**config.mk**
```make
export PLATFORM = sky130hd
export DESIGN_NAME = egress_gate_sched
export DESIGN_NICKNAME = d
export VERILOG_FILES = /design/src/rtl/egress_gate_sched.sv
export SDC_FILE = /design/constraint.sdc
export NUM_CORES = 1
export LEC_CHECK = 0
export ABC_CLOCK_PERIOD_IN_PS = 8250
export BUFFER_PORTS_ARGS = -buffer_cell sky130_fd_sc_hd__buf_4
export CAP_MARGIN = 0
export CORE_MARGIN = 8
export CORE_UTILIZATION = 30
export CTS_BUF_LIST = sky130_fd_sc_hd__clkbuf_2 sky130_fd_sc_hd__clkbuf_4 sky130_fd_sc_hd__clkbuf_8
export CTS_CLUSTER_DIAMETER = 40
export DETAILED_ROUTE_END_ITERATION = 8
export PLACE_DENSITY_LB_ADDON = 0.1
export SLEW_MARGIN = 20
export SYNTH_ARGS = -nofsm -noshare
export SYNTH_HDL_FRONTEND = slang
export SYNTH_SLANG_ARGS = --single-unit
```
**constraint.sdc**
```tcl
create_clock -name clk -period 8.25 [get_ports clk]
set_clock_uncertainty 0.05 [all_clocks]
set_input_delay 1.2375 -clock clk [delete_from_list [all_inputs] [get_ports clk]]
set_output_delay 1.2375 -clock clk [all_outputs]
set_load 0.05 [all_outputs]
```
**src/rtl/egress_gate_sched.sv**
```systemverilog
module egress_gate_sched #(
  parameter int N_TC        = 8,
  parameter int MAX_ENTRIES = 16,
  parameter int IVAL_W      = 20,
  parameter int TICK_DIV    = 250,
  localparam int IDX_W  = $clog2(MAX_ENTRIES),
  localparam int CNT_W  = $clog2(MAX_ENTRIES + 1),
  localparam int DATA_W = N_TC + IVAL_W
) (
  input  logic              clk,
  input  logic              rst_n,
  input  logic              enable,
  input  logic              wr_en,
  input  logic              wr_is_count,
  input  logic [IDX_W-1:0]  wr_idx,
  input  logic [DATA_W-1:0] wr_data,
  output logic [N_TC-1:0]   gate_open,
  output logic              gate_event
);
  localparam int PW = (TICK_DIV > 1) ? $clog2(TICK_DIV) : 1;

  logic [DATA_W-1:0] tbl [MAX_ENTRIES];
  logic [CNT_W-1:0]  cnt_q;
  logic              active;
  logic [IDX_W-1:0]  idx, nxt, last;
  logic [IVAL_W-1:0] left;
  logic [PW-1:0]     presc;
  logic [N_TC-1:0]   gate_q;
  logic              ev_q;
  logic              wr_ok;

  assign wr_ok      = wr_en && !enable;
  assign last       = IDX_W'(cnt_q - CNT_W'(1));
  assign nxt        = (idx == last) ? '0 : idx + IDX_W'(1);
  assign gate_open  = active ? gate_q : '1;
  assign gate_event = ev_q;

  function automatic logic [IVAL_W-1:0] ival_of(input logic [DATA_W-1:0] e);
    return (e[IVAL_W-1:0] == '0) ? IVAL_W'(1) : e[IVAL_W-1:0];
  endfunction

  always_ff @(posedge clk) begin
    if (wr_ok && !wr_is_count) tbl[wr_idx] <= wr_data;
  end

  always_ff @(posedge clk or negedge rst_n) begin
    if (!rst_n) cnt_q <= '0;
    else if (wr_ok && wr_is_count)
      cnt_q <= (wr_data[CNT_W-1:0] > CNT_W'(MAX_ENTRIES)) ? CNT_W'(MAX_ENTRIES)
                                                          : wr_data[CNT_W-1:0];
  end

  always_ff @(posedge clk or negedge rst_n) begin
    if (!rst_n) begin
      active <= 1'b0;
      idx    <= '0;
      left   <= '0;
      presc  <= '0;
      gate_q <= '1;
      ev_q   <= 1'b0;
    end else begin
      ev_q <= 1'b0;
      if (!enable || cnt_q == '0) begin
        active <= 1'b0;
      end else if (!active) begin
        active <= 1'b1;
        idx    <= '0;
        left   <= ival_of(tbl[0]);
        presc  <= '0;
        gate_q <= tbl[0][DATA_W-1:IVAL_W];
        ev_q   <= 1'b1;
      end else if (presc == PW'(TICK_DIV - 1)) begin
        presc <= '0;
        if (left == IVAL_W'(1)) begin
          idx    <= nxt;
          left   <= ival_of(tbl[nxt]);
          gate_q <= tbl[nxt][DATA_W-1:IVAL_W];
          ev_q   <= 1'b1;
        end else begin
          left <= left - IVAL_W'(1);
        end
      end else begin
        presc <= presc + PW'(1);
      end
    end
  end
endmodule


```
==> impl_metrics.tcl <==
set metrics [dict create \
    p_int_w 0.00492 \
    area_growth_pct 18.0 \
    dp_hpwl_um 37800 \
    final_util 0.355 \
    reg2reg_depth 11 \
    portBuffers 45 \
    row_count 97 \
    power.switching_w 0.00208 \
    worstPathMaxFanout 63 \
    clk_latency_ns 0.71 \
    fmax_mhz 224 \
    routed-via-count 13100 \
    hold_viol 0 \
    synth_cells 1457 \
    overflow 0 \
    cp.required_ns 8.84 \
    maxSlewViolCount 0 \
    first_pass_iters 5 \
    crit_chain "buf_4, buf_4, nor2b_1, buf_4, a22oi_2, o22ai_1, a21o_1, o311a_1, nand3_1, nor4_1, a31o_1" \
    end_kind "flip-flop" \
    endpoint "left[0]" \
    cts_tree "done" \
    slowest_delay_ns 0.85 \
    fillers 6687 \
    yosysUniqueCellTypes 78 \
    cp_num_cells 11 \
    timing.rr.start "idx[0]" \
    grt_max_degree 64 \
    crit_slowest_cell "dfrtp_4" \
    gp_congestion 0.821 \
    ir_worst_vdd_mv 0.101 \
    antenna_found_initial 1 \
    htree_levels 3 \
    p_leak_nw 8.01 \
    pwr-share-seq 0.422 \
    stdcell_count 2583 \
    cp_top_family "buffers and inverters" \
    start_util 0.301 \
    grt_use_met2 0.268 \
    wirelength_um 67700 \
    cts.sinks 495 \
    reg2reg_to "left[0]" \
    fp.dieW_um 280 \
    clkPwrFrac 0.397 \
    multi_input_area_um2 5950 \
    clkTransAtPathRegs_ns 0.05 \
    critPathBufInv 3 \
    period_needed_ns 4.47 \
    grt_pass1_vias 13500 \
    swShare 0.298 \
    regArea_um2 14600 \
    use_met1 0.238 \
    hold_buffers 0 \
    drive_gt1_frac 0.213 \
    synth_seq_cells 495 \
    syn-cell-area_um2 20900 \
    cts_buffer_depth 3 \
    ios 46 \
    p_comb_frac 0.181 \
    crit_type "reg -> reg" \
    start_kind "flip-flop" \
    avgSynthCellArea_um2 14.4 \
    drc 0 \
    tightest_slew_ns 0.932 \
    slew_headroom 0.378 \
    synth_fp_nets 1500 \
    cts_setup_buffers 0 \
    clockRootBuffer "clkbuf_8" \
    max-cap-violations 0 \
    final.setup.tns_ns 0 \
    synth_edf_count 448 \
    cp.arrival_ns 5.06 \
    finalSetupViolCount 0 \
    grt_setup_unrepaired "false" \
    die_y_um 280 \
    hold_path_class "reg -> reg" \
    worstSetupStartpoint "idx[0]" \
    nets 1601 \
    dp.cells 2396 \
    seq_area_frac_synth 0.700 \
    path_common_cell "buf_4" \
    async_flop_share 0.0949 \
    top_usage_layer "met2" \
    ys_warn_count 0 \
    grt_pass1_wl_um 98000 \
    reg2reg_slack_ns 3.78 \
    synth_top_flop_cell "edfxtp_1" \
    status "finished, final reports clean" \
    core_area_um2 69500 \
    grt.total_usage 0.171 \
    cts_made_buffers 100 \
    fp.dieArea_um2 78400 \
    cts_resized 0 \
    first_iter_violations 1096 \
    powerDensity_nw_per_um2 284 \
    wl_per_cell_um 26.2 \
    final_antenna_net_count 0 \
    grtUsageMet3 0.0323 \
    vias_per_cell 5.08 \
    fin_crit_sh 0.541 \
]
area by class of cell:
type | count | area share
Inverter | 16 | 0.00243
Timing Repair Buffer | 87 | 0.0264
Clock inverter | 60 | 0.0249
Multi-Input combinational cell | 858 | 0.241
Antenna cell | 2 | 0.000203
Tap cell | 940 | 0.0476
Clock buffer | 125 | 0.0646
Sequential cell | 495 | 0.593
cell usage in the layout, fill, tap and decap left out, drive strengths merged, types with 8 or more instances in the layout:
cell	netlist	routed
xnor2	9	9
mux2i	46	46
a22oi	8	8
o311a	12	12
bufinv	0	11
nand2b	49	49
xor2	11	11
o21ai	67	67
o22ai	12	12
nand2	155	155
nor2	67	67
o211ai	10	10
and3	9	9
and2	9	9
o311ai	19	19
o31ai	12	12
inv	16	18
a211oi	10	10
o221ai	11	11
a21oi	59	59
buf	49	87
edfxtp	448	448
nor3	33	33
nor4	8	8
clkbuf	39	125
a31oi	15	15
clkinv	0	35
dfrtp	39	39
mux2	13	13
mux4	30	30
o2111ai	17	17
nor2b	21	21
nand3	75	75
clkinvlp	0	12
dfstp	8	8
sequential cells by signal, indices dropped and copies added, names as in the netlist:
name,flops
cnt_q,5
active,1
gate_event,1
gate_q,8
tbl,448
presc,8
idx,4
left,20
worst min-delay path by stage:
stage / startpoint / slack (ns) / cells past startpoint / end
floorplan: gate_q[0] / 0.40 / 2 / gate_q[0]
global placement: gate_q[5] / 0.41 / 2 / gate_q[5]
detailed placement: gate_q[5] / 0.41 / 2 / gate_q[5]
CTS: gate_q[5] / 0.42 / 2 / gate_q[5]
global route: gate_q[5] / 0.43 / 2 / gate_q[5]
finish: gate_q[5] / 0.41 / 2 / gate_q[5]
through the flow:
| stage | setup slack, ns | hold slack (ns) | instance area [um2] | power, W |
|---|---|---|---|---|
| 2_1_floorplan | 3.70 | 0.397 | 20900 | 0.00382 |
| 3_3_place_gp | 3.73 | 0.409 | 22500 | 0.00428 |
| 3_5_place_dp | 3.74 | 0.410 | 22500 | 0.00428 |
| 4_1_cts | 3.74 | 0.418 | 24700 | 0.00708 |
| 5_1_grt | 3.38 | 0.425 | 24700 | 0.00732 |
| 6_report | 3.78 | 0.414 | 24700 | 0.00701 |
synth_stat cells, types with 10 or more instances:
| cell type | count | area (um2) |
|---|---|---|
| nand2b_1 | 49 | 307 |
| mux2i_1 | 46 | 460 |
| o2111ai_1 | 17 | 149 |
| o21ai_0 | 62 | 310 |
| o221ai_1 | 11 | 96.3 |
| buf_2 | 30 | 150 |
| a31oi_1 | 15 | 93.8 |
| o311a_1 | 12 | 120 |
| a211oi_1 | 10 | 75.1 |
| nor2b_1 | 21 | 131 |
| mux4_2 | 30 | 676 |
| o211ai_1 | 10 | 75.1 |
| o31ai_1 | 12 | 90.1 |
| o22ai_1 | 12 | 75.1 |
| mux2_2 | 13 | 146 |
| o311ai_0 | 18 | 158 |
| a21oi_1 | 57 | 285 |
| inv_1 | 16 | 60.1 |
| nor2_1 | 66 | 248 |
| dfrtp_1 | 39 | 976 |
| clkbuf_1 | 39 | 146 |
| nand2_1 | 154 | 578 |
| nand3_1 | 75 | 375 |
| edfxtp_1 | 448 | 13500 |
| nor3_1 | 32 | 160 |
| xor2_1 | 10 | 87.6 |
worst min-delay path, delay by kind of cell, from the launching register on:
kind	cells	cell delay, ns
DFF	1	0.36
AOI/OAI and AO/OA	1	0.05
and+or+nand+nor	1	0.04
logic make-up after synthesis:
group                    count (synthesis)  share of synthesized area
multiplexers                            89                     0.0613
AND/OR/NAND/NOR                        450                      0.104
adder cells (fa/ha/maj)                  6                    0.00359
XOR/XNOR                                21                     0.0117
AO/OA/AOI/OAI                          292                     0.0965
flip-flops                             495                      0.700
buffers and inverters                  104                     0.0235
routing by layer:
| layer | vias up | wire length, um |
|---|---|---|
| li1 | 5881 | - |
| met1 | 6774 | 31600 |
| met2 | 362 | 30900 |
| met3 | 108 | 3520 |
| met4 | 0 | 1650 |
| met5 | - | 0 |
power groups by stage:
stage / combinational (W) / sequential [W] / clock (W)
after global placement: 0.00127 / 0.00301 / 0
after floorplan: 0.000880 / 0.00294 / 0
final: 0.00127 / 0.00296 / 0.00278
after detailed placement: 0.00127 / 0.00301 / 0
after global routing: 0.00139 / 0.00297 / 0.00296
after CTS: 0.00128 / 0.00296 / 0.00285
Power figures use the tool's default switching activity.
